`src/rtl/dsq_pkg.sv`:
```
package dsq_pkg;

    typedef enum logic [1:0] {
        KIND_CMD   = 2'd0,
        KIND_PARAM = 2'd1,
        KIND_PIXEL = 2'd2
    } item_kind_e;

    typedef struct packed {
        logic [7:0] opcode;
        logic [3:0] n_params;
        logic [5:0] wait_ms;
        logic       fill;
        logic       last;
    } cmd_entry_t;

    localparam int N_CMDS   = 18;
    localparam int N_PARAMS = 50;
    localparam int MAX_MS   = 50;

endpackage

```
`src/rtl/dsq_cmd_rom.sv`:
```
module dsq_cmd_rom
    import dsq_pkg::*;
(
    input  logic [4:0] idx,
    output cmd_entry_t entry
);
    // fields: opcode, parameter count, pause after (ms), fill follows, final
    always_comb begin
        unique case (idx)
            5'd0:    entry = '{8'hE2, 4'd3, 6'd0,  1'b0, 1'b0};
            5'd1:    entry = '{8'hE0, 4'd1, 6'd1,  1'b0, 1'b0};
            5'd2:    entry = '{8'hE0, 4'd1, 6'd5,  1'b0, 1'b0};
            5'd3:    entry = '{8'h01, 4'd0, 6'd5,  1'b0, 1'b0};
            5'd4:    entry = '{8'hE6, 4'd3, 6'd0,  1'b0, 1'b0};
            5'd5:    entry = '{8'hB0, 4'd7, 6'd0,  1'b0, 1'b0};
            5'd6:    entry = '{8'hB4, 4'd8, 6'd0,  1'b0, 1'b0};
            5'd7:    entry = '{8'hB6, 4'd7, 6'd0,  1'b0, 1'b0};
            5'd8:    entry = '{8'hBA, 4'd1, 6'd0,  1'b0, 1'b0};
            5'd9:    entry = '{8'hB8, 4'd2, 6'd0,  1'b0, 1'b0};
            5'd10:   entry = '{8'h36, 4'd1, 6'd50, 1'b0, 1'b0};
            5'd11:   entry = '{8'hBE, 4'd6, 6'd0,  1'b0, 1'b0};
            5'd12:   entry = '{8'hD0, 4'd1, 6'd0,  1'b0, 1'b0};
            5'd13:   entry = '{8'hF0, 4'd1, 6'd0,  1'b0, 1'b0};
            5'd14:   entry = '{8'h2A, 4'd4, 6'd0,  1'b0, 1'b0};
            5'd15:   entry = '{8'h2B, 4'd4, 6'd0,  1'b0, 1'b0};
            5'd16:   entry = '{8'h2C, 4'd0, 6'd0,  1'b1, 1'b0};
            5'd17:   entry = '{8'h29, 4'd0, 6'd5,  1'b0, 1'b1};
            default: entry = '{8'h00, 4'd0, 6'd0,  1'b0, 1'b1};
        endcase
    end
endmodule

```
`src/rtl/dsq_param_rom.sv`:
```
module dsq_param_rom #(
    parameter int WIDTH  = 480,
    parameter int HEIGHT = 272
) (
    input  logic [5:0] idx,
    output logic [7:0] value
);
    localparam logic [15:0] COL_END = 16'(WIDTH - 1);
    localparam logic [15:0] ROW_END = 16'(HEIGHT - 1);

    // parameter bytes in the order the commands consume them, high byte first
    always_comb begin
        unique case (idx)
            6'd0:  value = 8'h23;  6'd1:  value = 8'h02;  6'd2:  value = 8'h04;
            6'd3:  value = 8'h01;
            6'd4:  value = 8'h03;
            6'd5:  value = 8'h01;  6'd6:  value = 8'h45;  6'd7:  value = 8'h47;
            6'd8:  value = 8'h20;  6'd9:  value = 8'h00;
            6'd10: value = COL_END[15:8]; 6'd11: value = COL_END[7:0];
            6'd12: value = ROW_END[15:8]; 6'd13: value = ROW_END[7:0];
            6'd14: value = 8'h00;
            6'd15: value = 8'h02;  6'd16: value = 8'h13;  6'd17: value = 8'h00;
            6'd18: value = 8'h2B;  6'd19: value = 8'h0A;  6'd20: value = 8'h00;
            6'd21: value = 8'h08;  6'd22: value = 8'h00;
            6'd23: value = 8'h01;  6'd24: value = 8'h20;  6'd25: value = 8'h00;
            6'd26: value = 8'h0C;  6'd27: value = 8'h0A;  6'd28: value = 8'h00;
            6'd29: value = 8'h01;
            6'd30: value = 8'h05;
            6'd31: value = 8'h07;  6'd32: value = 8'h01;
            6'd33: value = 8'h00;
            6'd34: value = 8'h06;  6'd35: value = 8'h80;  6'd36: value = 8'h01;
            6'd37: value = 8'hF0;  6'd38: value = 8'h00;  6'd39: value = 8'h00;
            6'd40: value = 8'h0D;
            6'd41: value = 8'h03;
            6'd42: value = 8'h00;  6'd43: value = 8'h00;
            6'd44: value = COL_END[15:8]; 6'd45: value = COL_END[7:0];
            6'd46: value = 8'h00;  6'd47: value = 8'h00;
            6'd48: value = ROW_END[15:8]; 6'd49: value = ROW_END[7:0];
            default: value = 8'h00;
        endcase
    end
endmodule

```
`src/rtl/dsq_delay_timer.sv`:
```
module dsq_delay_timer #(
    parameter int CLKS_PER_MS = 50000,
    parameter int MAX_MS      = 50
) (
    input  logic       clk,
    input  logic       rst_n,
    input  logic       load,
    input  logic [5:0] ms,
    output logic       expired
);
    localparam int CW = $clog2(MAX_MS * CLKS_PER_MS + 1);

    logic [CW-1:0] count_q;
    logic [CW-1:0] load_val;

    assign load_val = CW'(ms) * CW'(CLKS_PER_MS) - CW'(1);
    assign expired  = (count_q == '0);

    always_ff @(posedge clk) begin
        if (!rst_n)              count_q <= '0;
        else if (load)           count_q <= load_val;
        else if (count_q != '0)  count_q <= count_q - CW'(1);
    end

    // an elapsed timer stays elapsed until it is reloaded
    assert_timer_rest_R4: assert property (@(posedge clk) disable iff (!rst_n)
        (expired && !load) |=> expired);
endmodule

```
`src/rtl/disp_bringup_seq.sv`:
```
module disp_bringup_seq
    import dsq_pkg::*;
#(
    parameter int WIDTH       = 480,
    parameter int HEIGHT      = 272,
    parameter int CLKS_PER_MS = 50000
) (
    input  logic        clk,
    input  logic        rst_n,
    input  logic        start,
    input  logic [15:0] fill_colour,
    output logic        item_valid,
    input  logic        item_ready,
    output logic [1:0]  item_kind,
    output logic [15:0] item_data,
    output logic        done
);
    localparam int NPIX  = WIDTH * HEIGHT;
    localparam int PIX_W = (NPIX > 1) ? $clog2(NPIX) : 1;
    localparam logic [PIX_W-1:0] PIX_LAST = PIX_W'(NPIX - 1);

    typedef enum logic [2:0] {S_IDLE, S_CMD, S_PARAM, S_PIXEL, S_WAIT} state_e;

    state_e           state_q, state_d;
    logic [4:0]       cmd_q, cmd_d;
    logic [5:0]       par_q, par_d;
    logic [3:0]       left_q, left_d;
    logic [PIX_W-1:0] pix_q, pix_d;
    logic [15:0]      colour_q, colour_d;
    logic             done_q, done_d;
    logic             post, tmr_load, tmr_expired;
    cmd_entry_t       entry;
    logic [7:0]       par_byte;

    dsq_cmd_rom u_cmd_rom (.idx(cmd_q), .entry(entry));

    dsq_param_rom #(.WIDTH(WIDTH), .HEIGHT(HEIGHT)) u_param_rom (
        .idx(par_q), .value(par_byte));

    dsq_delay_timer #(.CLKS_PER_MS(CLKS_PER_MS), .MAX_MS(MAX_MS)) u_timer (
        .clk(clk), .rst_n(rst_n), .load(tmr_load), .ms(entry.wait_ms),
        .expired(tmr_expired));

    // next-state and counter logic
    always_comb begin
        state_d  = state_q;
        cmd_d    = cmd_q;
        par_d    = par_q;
        left_d   = left_q;
        pix_d    = pix_q;
        colour_d = colour_q;
        done_d   = 1'b0;
        tmr_load = 1'b0;
        post     = 1'b0;
        unique case (state_q)
            S_IDLE: if (start) begin
                state_d  = S_CMD;
                cmd_d    = '0;
                par_d    = '0;
                colour_d = fill_colour;
            end
            S_CMD: if (item_ready) begin
                if (entry.n_params != 4'd0) begin
                    state_d = S_PARAM;
                    left_d  = entry.n_params;
                end else begin
                    post = 1'b1;
                end
            end
            S_PARAM: if (item_ready) begin
                par_d  = par_q + 6'd1;
                left_d = left_q - 4'd1;
                if (left_q == 4'd1) post = 1'b1;
            end
            S_PIXEL: if (item_ready) begin
                if (pix_q == PIX_LAST) begin
                    state_d = S_CMD;
                    cmd_d   = cmd_q + 5'd1;
                end else begin
                    pix_d = pix_q + PIX_W'(1);
                end
            end
            S_WAIT: if (tmr_expired) begin
                if (entry.last) begin
                    state_d = S_IDLE;
                    done_d  = 1'b1;
                end else begin
                    state_d = S_CMD;
                    cmd_d   = cmd_q + 5'd1;
                end
            end
            default: state_d = S_IDLE;
        endcase
        // after the last byte of a command: fill, pause, finish or move on
        if (post) begin
            if (entry.fill) begin
                state_d = S_PIXEL;
                pix_d   = '0;
            end else if (entry.wait_ms != 6'd0) begin
                state_d  = S_WAIT;
                tmr_load = 1'b1;
            end else if (entry.last) begin
                state_d = S_IDLE;
                done_d  = 1'b1;
            end else begin
                state_d = S_CMD;
                cmd_d   = cmd_q + 5'd1;
            end
        end
    end

    // state register
    always_ff @(posedge clk) begin
        if (!rst_n) begin
            state_q  <= S_IDLE;
            cmd_q    <= '0;
            par_q    <= '0;
            left_q   <= '0;
            pix_q    <= '0;
            colour_q <= '0;
            done_q   <= 1'b0;
        end else begin
            state_q  <= state_d;
            cmd_q    <= cmd_d;
            par_q    <= par_d;
            left_q   <= left_d;
            pix_q    <= pix_d;
            colour_q <= colour_d;
            done_q   <= done_d;
        end
    end

    // outputs
    always_comb begin
        item_valid = 1'b0;
        item_kind  = KIND_CMD;
        item_data  = '0;
        unique case (state_q)
            S_CMD: begin
                item_valid = 1'b1;
                item_data  = {8'h00, entry.opcode};
            end
            S_PARAM: begin
                item_valid = 1'b1;
                item_kind  = KIND_PARAM;
                item_data  = {8'h00, par_byte};
            end
            S_PIXEL: begin
                item_valid = 1'b1;
                item_kind  = KIND_PIXEL;
                item_data  = colour_q;
            end
            default: ;
        endcase
    end
    assign done = done_q;

    assert_hold_R7: assert property (@(posedge clk) disable iff (!rst_n)
        (item_valid && !item_ready) |=>
            (item_valid && $stable(item_kind) && $stable(item_data)));
    assert_first_cmd_R2: assert property (@(posedge clk) disable iff (!rst_n)
        (state_q == S_IDLE && start) |=>
            (item_valid && item_kind == KIND_CMD && item_data == 16'h00E2));
    assert_upper_zero_R2: assert property (@(posedge clk) disable iff (!rst_n)
        (item_valid && item_kind != KIND_PIXEL) |-> (item_data[15:8] == 8'h00));
    assert_done_pulse_R9: assert property (@(posedge clk) disable iff (!rst_n)
        done |=> !done);
    assert_done_quiet_R9: assert property (@(posedge clk) disable iff (!rst_n)
        done |-> !item_valid);
    assert_pixel_const_R8: assert property (@(posedge clk) disable iff (!rst_n)
        (item_valid && item_kind == KIND_PIXEL && $past(item_valid && item_kind == KIND_PIXEL))
            |-> $stable(item_data));
endmodule

```
`config.mk`:
```
export PLATFORM = sky130hd
export DESIGN_NAME = disp_bringup_seq
export DESIGN_NICKNAME = d
export VERILOG_FILES = /design/src/rtl/dsq_pkg.sv /design/src/rtl/dsq_cmd_rom.sv /design/src/rtl/dsq_param_rom.sv /design/src/rtl/dsq_delay_timer.sv /design/src/rtl/disp_bringup_seq.sv
export SDC_FILE = /design/constraint.sdc
export NUM_CORES = 1
export LEC_CHECK = 0
export BUFFER_PORTS_ARGS = -buffer_cell sky130_fd_sc_hd__buf_4
export CAP_MARGIN = 20
export CORE_MARGIN = 2
export CORE_UTILIZATION = 30
export CTS_BUF_LIST = sky130_fd_sc_hd__clkbuf_16
export DETAILED_ROUTE_END_ITERATION = 10
export GPL_ROUTABILITY_DRIVEN = 0
export SKIP_CTS_REPAIR_TIMING = 1
export SLEW_MARGIN = 15
export SYNTH_ARGS = -nofsm -noshare
export SYNTH_HDL_FRONTEND = slang
export SYNTH_SLANG_ARGS = --single-unit
```
`constraint.sdc`:
```
create_clock -name clk -period 3.5 [get_ports clk]
set_input_delay 0.525 -clock clk [delete_from_list [all_inputs] [get_ports clk]]
set_output_delay 0.525 -clock clk [all_outputs]
set_load 0.005 [all_outputs]
```
# Word-level counts from Yosys, hierarchy flattened
# Memory sizes are Yosys's and may differ from the RTL's. A register that Yosys moved wholly into a read port is not among the register bits.
# Cells that the tools add are included.
[op_classes]
muxes = 56
n_mul = 1
reduce_logical = 13
eq_ne = 17
add_sub_neg = 6
[op_table]
columns = ["op", "count"]
rows = [
  ["$mux W17", 5],
  ["$mux W5", 10],
  ["$pmux W16 S3", 1],
  ["$mux W22", 2],
  ["$sub A22 B1 Y22 const B", 2],
  ["$mux W3", 9],
  ["$mux W6", 4],
  ["$logic_not A22 Y1", 1],
  ["$reduce_bool A22 Y1", 1],
  ["$mul A6 B12 Y18 const B", 1],
  ["$ne A3 B3 Y1 const B", 6],
  ["$add A17 B1 Y17 const B", 1],
  ["$eq A17 B17 Y1 const B", 1],
  ["$mux W1", 16],
  ["$pmux W3 S5", 1],
  ["$pmux W5 S3", 1],
  ["$mux W4", 3],
  ["$pmux W6 S2", 1],
  ["$ne A2 B2 Y1 const B", 5],
  ["$pmux W4 S2", 1],
  ["$reduce_and A7 Y1", 1],
  ["$add A6 B1 Y6 const B", 1],
  ["$eq A3 B2 Y1 const B", 2],
  ["$reduce_bool A2 Y1", 3],
  ["other kinds (14)", 14],
]
[totals]
n_memories = 2
out_inout_bits = 20
input_bits = 20
rom_bits = 1120
word_cells = 103
regBits = 74
[memory_table]
columns = ["name", "depth", "width", "read_ports", "rd_ports_with_merged_regs", "wr", "line", "source"]
rows = [
  ["(name not given)", 32, 19, 1, 1, 0, "dsq_cmd_rom.sv:9", "unique case (idx)"],
  ["(name not given)", 64, 8, 1, 1, 0, "dsq_param_rom.sv:13", "unique case (idx)"],
]

# Longest topological paths before layout
[logic_depth]
word_depth = 9
mapped_depth = 14
mapped_depth_nobuf = 13

# By module
# Synthesis repeated with hierarchy kept, for this count alone.
[unflattened]
cells_unflattened = 847
hier_area_um2 = 6781.5
[by_module_without_submodules]
columns = ["module", "area_each_um2", "cells_per_inst", "seq_area_each_um2", "n_inst"]
rows = [
  ["disp_bringup_seq", 2934.1, 357, 1041.0, 1],
  ["dsq_delay_timer", 2757.6, 341, 440.4, 1],
  ["dsq_param_rom", 581.8, 74, 0.0, 1],
  ["dsq_cmd_rom", 508.0, 75, 0.0, 1],
]

# Worst setup path before layout
# OpenSTA, ideal clock, no wires.
[synth_timing]
path_kind = "register to register"
start = "reg u_cmd_rom.entry[7] (netlist name)"
end = "reg u_timer.count_q[21]"
arrival_time_ps = 3631
path_stages_with_launch = 15
t_required_ps = 3378
synth_period_minus_slack_ps = 3753
setup_slack_ps = -253
setup_time_ps = 122
n_path_buf = 1
path_cell_list = "dfxtp_1 clkbuf_1 inv_1 ha_1 xnor2_1 fa_1 inv_1 ha_1 xnor2_1 nand4b_1 nor3_1 nand4_1 nor4_1 xnor2_1 o22ai_1"
[synth_via]
elab_chain_len = 5
word_cells_on_any_way = 8
cone_classes = "1 x add/sub; 1 x mul; 4 x mux; 2 x reduce/logical"
[synth_lines]
columns = ["item", "line", "source"]
rows = [
  ["branches (longest 5 deep; another with $sub A22 B1 Y22)", "n/a", ""],
  ["end signal, assigned", "dsq_delay_timer.sv:21", "else if (load) count_q <= load_val;"],
  ["end signal, assigned", "dsq_delay_timer.sv:22", "else if (count_q != '0) count_q <= count_q - CW'(1);"],
  ["end, declared", "dsq_delay_timer.sv:13", "logic [CW-1:0] count_q;"],
]
# Parallel ways; which one is timed is not known.
# A chain may end at the register's enable or synchronous reset.

# Final worst setup path
[layout_timing]
start = "reg u_cmd_rom.entry[4] (netlist name)"
end = "reg u_timer.count_q[21]"
[layout_via]
elab_chain_len = 5
word_cells_on_any_way = 8
cone_classes = "1 x add/sub; 1 x mul; 4 x mux; 2 x reduce/logical"
[layout_lines]
columns = ["item"]
rows = [
  ["branches (longest 5 deep; another with $sub A22 B1 Y22)"],
]
# Parallel ways; which one is timed is not known.

==> flow_metrics.tcl <==
set metrics [dict create \
    status "finished clean" \
    synth_warnings 0 \
    rr_worst_depth 13 \
    cp-startpoint "u_cmd_rom.entry[4]$_DFF_P_" \
    grt_overflow 0 \
    fmax_ghz 0.311 \
    syn_nets 846 \
    fin_crit_sh_pct 91.8 \
    ant_nets 0 \
    p_leak_nw 3.08 \
    fin_skew_ns 0.0129 \
    peakVddDrop_mv 0.212 \
    path_class "flop to flop" \
    crit_fanout 4 \
    yosys_most_used_dff "dfxtp_1" \
    reg2reg_setup_slack_ns 0.29 \
    dieWidth_um 152 \
    yosysMostFrequentCell "dfxtp_1" \
    die_height_um 152 \
    dp_hpwl_mm 12.0 \
    n_antenna_cell 0 \
    fin_crit_ns 3.21 \
    synth_edf_count 0 \
    setup_tns_ns 0 \
    worstSetupStartpointType "flop" \
    critPathArrivalTime_ns 3.45 \
    grt_usage_pct 14.6 \
    clock_latency_ns 0.36 \
    combPwrFrac_pct 42.6 \
    htreeDepth 3 \
    pin_count 40 \
    ys_seq_area_share_pct 30.3 \
    dr_total_vias 5622 \
    nets 884 \
    initial_core_util_pct 30.8 \
    r2r-start "u_cmd_rom.entry[4]$_DFF_P_" \
    netlist.area_leader.share_pct 30.3 \
    hold_viol_final 0 \
    yosys-top-cells-area "dfxtp_1 (30%), ha_1 (8.0%), nor2_1 (4.4%)" \
    p_per_area_nw_per_um2 581 \
    synth_common_cells "dfxtp_1 (99), nor2_1 (77), nand2_1 (74)" \
    ys_seq_elements 99 \
    antenna_found_initial 0 \
    required_ns 3.74 \
    cts_sinks 99 \
    netSwitchingFraction_pct 39.1 \
    p_int_w 0.00265 \
    core-area_um2 21200 \
    cts_buffers 9 \
    synth_area_leader_cell "dfxtp_1" \
    grt_pass1_wl_mm 27.0 \
    drtPass1Iterations 4 \
    synth_cell_types 93 \
    hp-class "primary input to flop" \
    area_delta_synth_final_pct 14.6 \
    netlist_area_um2 6530 \
    slew_headroom_pct 55.1 \
    worst_slew_pin_slew_ns 0.671 \
    portBuffers 39 \
    drc 0 \
    pwr-share-seq_pct 34.8 \
    rsz0062_at_grt "false" \
    grt_max_degree 42 \
    root_buffer "clkbuf_16" \
    clockBufferDepth 2 \
    maxSlewViolCount 0 \
    total_power_w 0.00435 \
    via_per_inst 5.11 \
    routed_wl_mm 16.0 \
    avgSynthCellArea_um2 8.36 \
    wl_per_cell_um 14.5 \
    r2r_end "u_timer.count_q[21]$_SDFFE_PN0P_" \
    clk_pin_slew_ns 0.08 \
    max-cap-violations 0 \
    p_switching_w 0.00170 \
    placementRows 53 \
    drtIter0Drc 410 \
    setup_violations 0 \
    tritoncts "done" \
    cp-end-kind "flop" \
    grt_pass1_vias 5441 \
    async_reset_ff_share_pct 0 \
    final_layout_size_suffix_gt1_share_pct 16.6 \
    p_clk_share_pct 22.7 \
    dieArea_um2 23000 \
    syn_inst 782 \
    utilization_pct 35.3 \
    crit_end "u_timer.count_q[21]$_SDFFE_PN0P_" \
]
[critical path: stages, from the launching register on]
cell,delay [ns]
dfxtp_1,0.33
inv_1,0.07
ha_1,0.31
xnor2_1,0.15
fa_1,0.48
inv_1,0.04
ha_1,0.35
a31oi_1,0.22
xnor2_1,0.19
nor3_4,0.28
nand4_1,0.12
nor4_1,0.33
xnor2_1,0.16
o22ai_1,0.08
[worst min path at each step]
stage | from | to | cells after the start
2_1_floorplan | colour_q[10]$_SDFFE_PN0P_ | colour_q[10]$_SDFFE_PN0P_ | 2
3_3_place_gp | colour_q[12]$_SDFFE_PN0P_ | colour_q[12]$_SDFFE_PN0P_ | 2
3_5_place_dp | colour_q[12]$_SDFFE_PN0P_ | colour_q[12]$_SDFFE_PN0P_ | 2
4_1_cts | fill_colour[5] | colour_q[5]$_SDFFE_PN0P_ | 3
5_1_grt | fill_colour[8] | colour_q[8]$_SDFFE_PN0P_ | 3
6_report | fill_colour[5] | colour_q[5]$_SDFFE_PN0P_ | 3
[power groups by stage]
stage               combinational (W)  clock [W]  sequential (W)
CTS                           0.00185    0.00101         0.00151
global placement              0.00183          0         0.00153
floorplan                     0.00143          0         0.00146
detailed placement            0.00183          0         0.00153
finish                        0.00185   0.000987         0.00151
global route                  0.00208    0.00107         0.00155
[cells by family after synthesis]
logic type      synth area share, %
simple gates                   24.4
fa+ha+maj                      8.66
xor+xnor                       7.89
compound gates                 20.7
flops                          30.3
mux                            3.03
buf+inv                        4.96
[cell type report]
cell class | instances | area (µm²)
clock buffer | 9 | 225
clock inverter | 7 | 70.1
fill | 2221 | 13700
inverter | 35 | 134
multi-input combinational | 612 | 4260
sequential | 99 | 1990
tap | 275 | 344
timing repair buffer | 63 | 473
[cell usage in the layout, fill, tap and decap left out, types with 4 or more instances in the layout]
master     count
a211oi_1      16
a21boi_0       6
a21o_1         7
a21oi_1       47
a22oi_1       10
a311oi_1       4
a31oi_1        6
a32oi_1        5
and2_1        24
and3_1         8
buf_4         63
clkbuf_16      9
dfxtp_1       96
ha_1          42
inv_1         29
inv_2          4
mux2_2         8
mux2i_1        7
nand2_1       74
nand3_1       21
nand3b_1       6
nand4_1        6
nor2_1        77
nor2b_1        4
nor3_1        20
nor4_1        11
o211ai_1       5
o21a_1         6
o21ai_0       26
o21ai_1        4
o22ai_1        5
o31ai_1        5
or3_1          8
or4_1          8
xnor2_1       31
xor2_1        25
[sequential cells by signal (all words and copies together), names as in the netlist]
register and flops:
cmd_q 5, colour_q 16, done 1, left_q 4, par_q 6, pix_q 17, state_q 3, u_cmd_rom.entry 17
u_param_rom.value 8, u_timer.count_q 22
[layer usage]
metal	track usage [%]	routed length, µm	vias to the layer above	part of all wire [%]
li1	-	-	2888	-
met1	19.8	7610	2633	48
met2	23.3	7480	85	47
met3	2.46	637	16	4.0
met4	4.91	250	0	1.6
met5	0	0	-	0
[through the flow]
| step | setup slack, ns | instances | cell area (µm²) | hold slack [ns] |
|---|---|---|---|---|
| 2_1_floorplan | 0.0674 | 782 | 6540 | 0.432 |
| 3_3_place_gp | 0.174 | 1082 | 7150 | 0.438 |
| 3_5_place_dp | 0.0966 | 1082 | 7150 | 0.443 |
| 4_1_cts | 0.0812 | 1098 | 7450 | 0.397 |
| 5_1_grt | 0.0282 | 1100 | 7490 | 0.396 |
| 6_report | 0.288 | 1100 | 7490 | 0.409 |
Power figures use the tool's default switching activity.
